--- src/rtl/sie_pkg.sv ---
package sie_pkg;

    typedef enum logic [2:0] {
        ST_IDLE,
        ST_LOAD,
        ST_SETUP,
        ST_LOW,
        ST_HIGH,
        ST_DONE
    } sie_state_e;

    // Round a nanosecond minimum up to whole system cycles, at least one.
    function automatic int unsigned ns_to_cyc(input int unsigned ns,
                                              input int unsigned period_ps);
        int unsigned c;
        c = (ns * 1000 + period_ps - 1) / period_ps;
        return (c == 0) ? 1 : c;
    endfunction

endpackage

--- src/rtl/sie_phase_timer.sv ---
module sie_phase_timer #(
    parameter int unsigned CNT_W = 4
) (
    input  logic             clk,
    input  logic             rst_n,
    input  logic             load_i,
    input  logic [CNT_W-1:0] load_val_i,
    output logic             expired_o
);

    logic [CNT_W-1:0] cnt_q;

    always_ff @(posedge clk) begin
        if (!rst_n) begin
            cnt_q <= '0;
        end else if (load_i) begin
            cnt_q <= load_val_i;
        end else if (cnt_q != '0) begin
            cnt_q <= cnt_q - 1'b1;
        end
    end

    assign expired_o = (cnt_q == '0);

    // an expired timer stays expired until it is reloaded
    a_r4_timer_parks: assert property (@(posedge clk) disable iff (!rst_n)
        (expired_o && !load_i) |=> expired_o);

endmodule

--- src/rtl/sie_bit_counter.sv ---
module sie_bit_counter #(
    parameter int unsigned NBITS = 16,
    localparam int unsigned CW = $clog2(NBITS + 1)
) (
    input  logic clk,
    input  logic rst_n,
    input  logic clear_i,
    input  logic inc_i,
    output logic last_o
);

    logic [CW-1:0] count_q;

    always_ff @(posedge clk) begin
        if (!rst_n) begin
            count_q <= '0;
        end else if (clear_i) begin
            count_q <= '0;
        end else if (inc_i) begin
            count_q <= count_q + 1'b1;
        end
    end

    assign last_o = (count_q == CW'(NBITS));

    // never more samples than bits in the chain
    a_r4_count_bound: assert property (@(posedge clk) disable iff (!rst_n)
        count_q <= CW'(NBITS));

    // no sample is taken once the last bit is in
    a_r4_no_extra_sample: assert property (@(posedge clk) disable iff (!rst_n)
        (last_o && !clear_i) |-> !inc_i);

endmodule

--- src/rtl/sie_word_assembler.sv ---
module sie_word_assembler #(
    parameter int unsigned WORD_W = 16
) (
    input  logic              clk,
    input  logic              rst_n,
    input  logic              shift_i,
    input  logic              bit_i,
    output logic [WORD_W-1:0] word_o
);

    logic [WORD_W-1:0] word_q;

    always_ff @(posedge clk) begin
        if (!rst_n) begin
            word_q <= '0;
        end else if (shift_i) begin
            word_q <= {word_q[WORD_W-2:0], bit_i};
        end
    end

    assign word_o = word_q;

endmodule

--- src/rtl/serial_in_expander.sv ---
module serial_in_expander
    import sie_pkg::*;
#(
    parameter int unsigned NUM_DEV       = 2,
    parameter int unsigned SYS_PERIOD_PS = 20000,
    parameter int unsigned LOAD_MIN_NS   = 25,
    parameter int unsigned SETUP_MIN_NS  = 25,
    parameter int unsigned HIGH_MIN_NS   = 23,
    parameter int unsigned LOW_MIN_NS    = 23,
    parameter int unsigned PERIOD_MIN_NS = 40
) (
    input  logic                   clk,
    input  logic                   rst_n,
    input  logic                   start_i,
    input  logic                   sdata_i,
    output logic                   ld_n_o,
    output logic                   sclk_o,
    output logic                   inh_o,
    output logic                   busy_o,
    output logic                   done_o,
    output logic [NUM_DEV*8-1:0]   word_o
);

    localparam int unsigned WORD_W    = NUM_DEV * 8;
    localparam int unsigned LOAD_CYC  = ns_to_cyc(LOAD_MIN_NS, SYS_PERIOD_PS);
    localparam int unsigned SETUP_CYC = ns_to_cyc(SETUP_MIN_NS, SYS_PERIOD_PS);
    localparam int unsigned HI_CYC    = ns_to_cyc(HIGH_MIN_NS, SYS_PERIOD_PS);
    localparam int unsigned LO_RAW    = ns_to_cyc(LOW_MIN_NS, SYS_PERIOD_PS);
    localparam int unsigned PER_CYC   = ns_to_cyc(PERIOD_MIN_NS, SYS_PERIOD_PS);
    localparam int unsigned LO_CYC    = (PER_CYC > HI_CYC + LO_RAW) ? (PER_CYC - HI_CYC) : LO_RAW;
    localparam int unsigned MAX_AB    = (LOAD_CYC > SETUP_CYC) ? LOAD_CYC : SETUP_CYC;
    localparam int unsigned MAX_CD    = (HI_CYC > LO_CYC) ? HI_CYC : LO_CYC;
    localparam int unsigned MAX_CYC   = (MAX_AB > MAX_CD) ? MAX_AB : MAX_CD;
    localparam int unsigned TMR_W     = $clog2(MAX_CYC + 1);

    sie_state_e state_q, state_d;
    logic             tmr_load, tmr_zero, bit_last, sample, clear_cnt;
    logic [TMR_W-1:0] tmr_val;

    // ---------------- state register ----------------
    always_ff @(posedge clk) begin
        if (!rst_n) begin
            state_q <= ST_IDLE;
        end else begin
            state_q <= state_d;
        end
    end

    // ---------------- transitions ----------------
    always_comb begin
        state_d = state_q;
        unique case (state_q)
            ST_IDLE:  if (start_i)  state_d = ST_LOAD;
            ST_LOAD:  if (tmr_zero) state_d = ST_SETUP;
            ST_SETUP: if (tmr_zero) state_d = ST_LOW;
            ST_LOW:   if (tmr_zero) state_d = ST_HIGH;
            ST_HIGH:  if (tmr_zero) state_d = bit_last ? ST_DONE : ST_LOW;
            ST_DONE:  state_d = ST_IDLE;
            default:  state_d = ST_IDLE;
        endcase
    end

    // ---------------- phase lengths ----------------
    always_comb begin
        unique case (state_d)
            ST_LOAD:  tmr_val = TMR_W'(LOAD_CYC - 1);
            ST_SETUP: tmr_val = TMR_W'(SETUP_CYC - 1);
            ST_LOW:   tmr_val = TMR_W'(LO_CYC - 1);
            ST_HIGH:  tmr_val = TMR_W'(HI_CYC - 1);
            default:  tmr_val = '0;
        endcase
    end

    assign tmr_load  = (state_d != state_q);
    assign sample    = (state_q == ST_LOW) && tmr_zero;
    assign clear_cnt = (state_q == ST_IDLE) && start_i;

    // ---------------- outputs ----------------
    always_comb begin
        ld_n_o = 1'b1;
        sclk_o = 1'b0;
        inh_o  = 1'b0;
        busy_o = 1'b1;
        done_o = 1'b0;
        unique case (state_q)
            ST_IDLE: begin
                inh_o  = 1'b1;
                busy_o = 1'b0;
            end
            ST_LOAD:  ld_n_o = 1'b0;
            ST_SETUP: ;
            ST_LOW:   ;
            ST_HIGH:  sclk_o = 1'b1;
            ST_DONE: begin
                inh_o  = 1'b1;
                done_o = 1'b1;
            end
            default: begin
                inh_o  = 1'b1;
                busy_o = 1'b0;
            end
        endcase
    end

    // ---------------- datapath ----------------
    sie_phase_timer #(.CNT_W(TMR_W)) u_timer (
        .clk        (clk),
        .rst_n      (rst_n),
        .load_i     (tmr_load),
        .load_val_i (tmr_val),
        .expired_o  (tmr_zero)
    );

    sie_bit_counter #(.NBITS(WORD_W)) u_bits (
        .clk     (clk),
        .rst_n   (rst_n),
        .clear_i (clear_cnt),
        .inc_i   (sample),
        .last_o  (bit_last)
    );

    sie_word_assembler #(.WORD_W(WORD_W)) u_word (
        .clk     (clk),
        .rst_n   (rst_n),
        .shift_i (sample),
        .bit_i   (sdata_i),
        .word_o  (word_o)
    );

    // ---------------- checks ----------------
    logic [TMR_W:0] hi_run_q;
    always_ff @(posedge clk) begin
        if (!rst_n) begin
            hi_run_q <= '0;
        end else if (sclk_o) begin
            hi_run_q <= hi_run_q + 1'b1;
        end else begin
            hi_run_q <= '0;
        end
    end

    // every high phase is at least HI_CYC long
    a_r4_high_width: assert property (@(posedge clk) disable iff (!rst_n)
        (!sclk_o && hi_run_q != '0) |-> (hi_run_q >= (TMR_W+1)'(HI_CYC)));

    // shift edges only with the strobe high and inhibit low
    a_r4_clock_enabled: assert property (@(posedge clk) disable iff (!rst_n)
        sclk_o |-> (ld_n_o && !inh_o));

    // capture keeps the clock low and inhibit released
    a_r2_quiet_capture: assert property (@(posedge clk) disable iff (!rst_n)
        !ld_n_o |-> (!sclk_o && !inh_o));

    // the clock is still low when the strobe returns high
    a_r3_no_edge_on_release: assert property (@(posedge clk) disable iff (!rst_n)
        $rose(ld_n_o) |-> !sclk_o);

    // done is a single-cycle pulse
    a_r6_done_single: assert property (@(posedge clk) disable iff (!rst_n)
        done_o |=> !done_o);

    // the word is frozen while idle
    a_r6_word_hold: assert property (@(posedge clk) disable iff (!rst_n)
        !busy_o |=> $stable(word_o));

    // a running read is not abandoned before done
    a_r7_busy_kept: assert property (@(posedge clk) disable iff (!rst_n)
        (busy_o && !done_o) |=> busy_o);

endmodule

--- config.mk ---
export PLATFORM = sky130hd
export DESIGN_NAME = serial_in_expander
export DESIGN_NICKNAME = d
export VERILOG_FILES = /design/src/rtl/sie_pkg.sv /design/src/rtl/sie_phase_timer.sv /design/src/rtl/sie_bit_counter.sv /design/src/rtl/sie_word_assembler.sv /design/src/rtl/serial_in_expander.sv
export SDC_FILE = /design/constraint.sdc
export NUM_CORES = 1
export LEC_CHECK = 0
export ABC_AREA = 1
export BUFFER_PORTS_ARGS = -buffer_cell sky130_fd_sc_hd__buf_2
export CORE_MARGIN = 2
export CORE_UTILIZATION = 32
export CTS_BUF_LIST = sky130_fd_sc_hd__clkbuf_2 sky130_fd_sc_hd__clkbuf_4 sky130_fd_sc_hd__clkbuf_8
export CTS_CLUSTER_SIZE = 20
export DETAILED_ROUTE_END_ITERATION = 10
export PLACE_DENSITY = 0.55
export SLEW_MARGIN = 20
export SYNTH_ARGS = -nofsm -noshare
export SYNTH_HDL_FRONTEND = slang
export SYNTH_HIERARCHICAL = 1
export SYNTH_SLANG_ARGS = --single-unit
--- constraint.sdc ---
create_clock -name clk -period 3.4 [get_ports clk]
set_input_delay 0.51 -clock clk [delete_from_list [all_inputs] [get_ports clk]]
set_output_delay 0.51 -clock clk [all_outputs]
set_load 0.05 [all_outputs]
==> flow_summary.yaml, run 1 <==
run_status:
  outcome: "finished clean"
synth:
  synthCells: 209
  ys_top_cells_by_area: "dfxtp_1 (38%), nand2_1 (18%), nor2_1 (11%)"
  ys_seq_elements: 26
  synth.largest_area_cell: "dfxtp_1"
  yosys_warnings: 6
  synth_top_area_share_pct: 38.1
  syn_avg_cell_area_sq_um: 6.54
  yosysUniqueCellTypes: 24
  synth_nets: 216
  synthesis.area_sq_mm: 0.00137
  synth-seq-area-share_pct: 38.1
critical_path:
  critPathCaptureType: "output port"
  cp_common_cell: "nand2_2"
  cp.arrival_ns: 1.50
  critPathSlowestCell: "dfxtp_1"
  max_stage_delay_ns: 0.56
  required_ns: 2.89
  path_class: "reg2out"
  cp_cell_sequence: "inv_4 -> nand2_2 -> nand2_1 -> nand2_2 -> inv_1 -> o21ai_0 -> buf_2"
  cp-start-kind: "register"
  cp_max_fo: 8
floorplanning:
  die_h_um: 69.4
  row_count: 23
  core_sq_mm: 0.00406
  initial_utilization_pct: 33.7
  die-width_um: 69.4
  dieArea_sq_mm: 0.00481
  ios: 25
route:
  ant_nets: 0
  wl_per_cell_um: 8.44
  drc: 0
  routed_wl_um: 2380
  num_vias: 1156
  vias_per_cell: 4.10
  detail_route.first_pass.iterations: 4
  drt_iter0_drc: 40
clocking:
  clock_latency_ns: 0.26
  post-cts-setup-buffers: 0
  clockBufferDepth: 2
  clkTransAtPathRegs_ns: 0.09
  clockRootBuffer: "clkbuf_8"
  cts_resized: 0
  numCtsBuffers: 3
  cts_htree_levels: 1
  cts_sinks: 26
  ctsHoldBuffers: 0
  cts_tree: "done"
timing:
  rsz0062_at_grt: "no"
  slew_viol_final: 0
  finalClockSkew_ns: 0.00371
  min_period_ns: 2.01
  setup_viol: 0
  hold_violations: 0
  fmax_mhz: 497
  period_share_pct: 59.2
  tns_ns: 0
global_route:
  grt_start_max_net_pins: 22
  first_global_vias: 926
  grt_overflow_total: 0
  antenna_found_initial: 0
  grt_pass1_wl_um: 4070
  track_usage_pct: 10.1
place:
  dp_hpwl_um: 1770
  dpl-instance-area_sq_mm: 0.00150
  portBuffers: 24
  routabilityCongestion: 0.789
final_layout:
  fillers: 441
  layout_common_cells: "nand2_1 (64), nor2_1 (39), inv_1 (31), dfxtp_1 (26), buf_2 (24)"
  final_cell_area_sq_mm: 0.00157
  drive_gt1_share_pct: 20.3
  antennaDiodeCount: 0
  area_delta_synth_final_pct: 14.9
  final_nets: 240
  layout.cells.most_common: "nand2_1"
flow_run:
  maxCapViolCount: 0
power_and_ir_drop:
  power-per-cell-area_mw_per_mm2: 690
  leakagePower_uw: 0.000723
  worst_ir_drop_vdd_v: 0.000225
hold_path:
  hp-class: "reg2reg"
-- path summary, 6_finish.rpt --
check / startpoint / end / slack (ns) / depth (start not counted)
max: state_q[0]$_SDFF_PN0_ / busy_o / 1.39 / 7
min: u_word/word_o[15]$_SDFFE_PN0P_ / u_word/word_o[15]$_SDFFE_PN0P_ / 0.48 / 2
max reg2reg: state_q[0]$_SDFF_PN0_ / u_word/word_o[14]$_SDFFE_PN0P_ / 1.58 / 8
min reg2reg: u_word/word_o[15]$_SDFFE_PN0P_ / u_word/word_o[15]$_SDFFE_PN0P_ / 0.48 / 2
-- report_power, final --
part | total [uW] | switching, uW | internal, uW
clock network | 249 | 92.3 | 157
registers | 371 | 33.6 | 337
logic | 465 | 328 | 137
total | 1080 | 453 | 631
-- worst max-delay path, delay by kind of cell (launching register included) --
kind,cells,cell delay (ns)
simple gates,3,0.23
buf+inv,3,0.39
compound gates,1,0.06
flops,1,0.56
-- final cells by class --
cell class                 instances  area (sq um)  share of cell area, %
clock buffer                       3          41.3                   2.63
clock inverter                     1          30.0                   1.91
inverter                          35           134                   8.52
multi-input combinational        142           656                   41.7
sequential                        26           520                   33.1
tap                               50          62.6                   3.98
timing repair buffer              25           128                   8.12
-- synth_stat cells --
cell and instances:
a21oi_1 7, a21oi_4 1, buf_4 1, buf_6 4
clkbuf_2 1, conb_1 1, dfxtp_1 26, ha_1 3
inv_1 31, inv_2 3, inv_4 1, nand2_1 64
nand2_2 3, nand3_1 4, nand4_1 1, nor2_1 39
nor2_2 7, nor2_4 2, nor3_1 1, o211ai_1 1
o21ai_0 5, o21ai_1 1, or2_0 1, xor2_2 1
-- per-layer routing --
layer  share of wire [%]  track usage, %  vias up
li1                    -               -      662
met1                  53            14.0      472
met2                  42            15.7       20
met3                 3.1           0.872        2
met4                 1.8            4.58        0
met5                   0               0        -
-- metrics by stage --
step,setup WS [ns],utilization (%),hold slack [ns],instances,power (uW)
finish,1.39,38.7,0.479,282,1080
floorplan,1.26,-,0.465,209,774
global placement,1.60,37.0,0.456,278,846
global route,1.28,38.7,0.510,282,1160
detailed placement,1.57,37.0,0.467,278,845
CTS,1.37,38.7,0.479,282,1090
-- cell families after synthesis --
family | after synthesis | share of synthesized area (%)
other cells | 1 | 0.274
fa+ha+maj | 3 | 2.75
buf+inv | 41 | 14.0
flops | 26 | 38.1
simple gates | 122 | 37.2
xor+xnor | 1 | 1.19
compound gates | 15 | 6.50
-- registers in the layout (all words and copies together), names as in the netlist --
signal / count
u_timer/cnt_q: 2
state_q: 3
u_bits/count_q: 5
u_word/word_o: 16
Power figures use the tool's default switching activity.
==> inputs of run 2 (changes only) <==
Clock period 3.4 ns to 1.99 ns, I/O delays scaled along.
==> flow_summary.yaml, run 2 (synthesis gave the netlist of run 1 again) <==
run_status:
  outcome: "finished clean"
floorplanning:
  die-width_um: 69.4
  ios: 25
  die_h_um: 69.4
  core_sq_mm: 0.00406
  dieArea_sq_mm: 0.00481
  row_count: 23
  initial_utilization_pct: 33.7
timing:
  worst_hold_slack_ns: 0.322
  fmax_mhz: 541
  setup_viol: 0
  period_share_pct: 92.9
  finalClockSkew_ns: 0.00230
  rsz0062_at_grt: "no"
  hold_violations: 0
  slew_viol_final: 0
  min_period_ns: 1.85
  tns_ns: 0
clocking:
  clock_latency_ns: 0.27
  numCtsBuffers: 3
  cts_htree_levels: 1
  clockRootBuffer: "clkbuf_8"
  clkTransAtPathRegs_ns: 0.09
  post-cts-setup-buffers: 0
  clockBufferDepth: 2
  cts_tree: "done"
  cts_resized: 0
  cts_sinks: 26
  ctsHoldBuffers: 0
power_and_ir_drop:
  power_uw: 1860
  p_sw_uw: 777
  p_comb_share_pct: 42.2
  power-per-cell-area_mw_per_mm2: 1180
  seq_power_share_pct: 34.2
  worst_ir_drop_vdd_v: 0.000372
  p_int_uw: 1080
  pwr-share-clk_pct: 23.6
  leakagePower_uw: 0.000729
  switching_share_pct: 41.8
critical_path:
  cp.arrival_ns: 1.55
  crit_path_start: "state_q[0]$_SDFF_PN0_"
  regToRegSetupSlack_ns: 0.28
  endpoint: "busy_o"
  r2r_cells: 15
  path_class: "reg2out"
  required_ns: 1.69
  critPathCaptureType: "output port"
  cp-start-kind: "register"
  reg2reg_from: "u_bits/count_q[0]$_SDFFE_PP0P_"
  r2r-end: "u_timer/cnt_q[0]$_SDFFE_PN0P_"
  cp_max_fo: 8
global_route:
  antenna_found_initial: 0
  first_global_vias: 1053
  grt_start_max_net_pins: 23
  grt_overflow_total: 0
  grt_pass1_wl_um: 4380
  track_usage_pct: 10.9
route:
  drc: 0
  vias_per_cell: 4.16
  drt_iter0_drc: 46
  wl_per_cell_um: 8.61
  detail_route.first_pass.iterations: 5
  routed_wl_um: 2440
  ant_nets: 0
  num_vias: 1177
place:
  portBuffers: 24
  routabilityCongestion: 0.735
  dp_hpwl_um: 1800
final_layout:
  final_nets: 241
  area_delta_synth_final_pct: 15.5
  layout.cells.most_common: "nand2_1"
  drive_gt1_share_pct: 20.6
  layout_common_cells: "nand2_1 (64), nor2_1 (39), inv_1 (31), dfxtp_1 (26), buf_2 (24)"
  antennaDiodeCount: 0
  largest_register_ffs: 16
flow_run:
  maxCapViolCount: 0
hold_path:
  hp-class: "in2reg"
## run 2: changes by cell type in the layout (fill, tap and decap cells not counted)
cell	change
buf_4	+1
## run 2: power groups by stage
stage,Sequential (uW),Clock [uW],Combinational [uW]
after floorplan,695,0,627
after global placement,649,0,789
after detailed placement,648,0,792
after CTS,636,457,794
after global routing,646,474,885
final,635,438,784
## run 2: critical path, cell delays in order, from the launching register on
cell     delay [ns]
dfxtp_1        0.57
inv_4          0.06
nand2_2        0.09
nand2_1        0.06
nand2_2        0.10
inv_1          0.06
o21ai_0        0.06
buf_2          0.28
## run 2: area by class of cell
class | count | area, sq um
repair buffers | 26 | 135
clock inverters | 1 | 30.0
inverters | 35 | 134
flip-flops and latches | 26 | 520
clock buffers | 3 | 41.3
well taps | 50 | 62.6
multi-input cells | 142 | 656
fillers | 438 | 2480
## run 2: per-layer routing
layer	share of wire [%]	wire, um	up-vias	global-route usage (%)
li1	-	-	663	-
met1	50	1220	487	14.1
met2	45	1090	23	17.6
met3	3.2	77	4	1.31
met4	2.1	50	0	5.88
met5	0	0	-	0
## run 2: how the worst min path moves through the flow
stage / start / end / depth (start not counted)
after floorplan: rst_n / u_timer/cnt_q[0]$_SDFFE_PN0P_ / 2
after global placement: u_word/word_o[15]$_SDFFE_PN0P_ / u_word/word_o[15]$_SDFFE_PN0P_ / 2
after detailed placement: u_word/word_o[15]$_SDFFE_PN0P_ / u_word/word_o[15]$_SDFFE_PN0P_ / 2
after CTS: sdata_i / u_word/word_o[0]$_SDFFE_PN0P_ / 5
after global routing: sdata_i / u_word/word_o[0]$_SDFFE_PN0P_ / 5
final: sdata_i / u_word/word_o[0]$_SDFFE_PN0P_ / 5
## run 2: per-stage QoR
step	utilization (%)	setup WS, ns	area [sq um]	std cells
floorplan	-	0.0651	1370	209
global placement	37.2	0.285	1510	279
detailed placement	37.2	0.281	1510	279
CTS	38.9	0.119	1580	283
global route	38.9	0.00740	1580	283
finish	38.9	0.142	1580	283
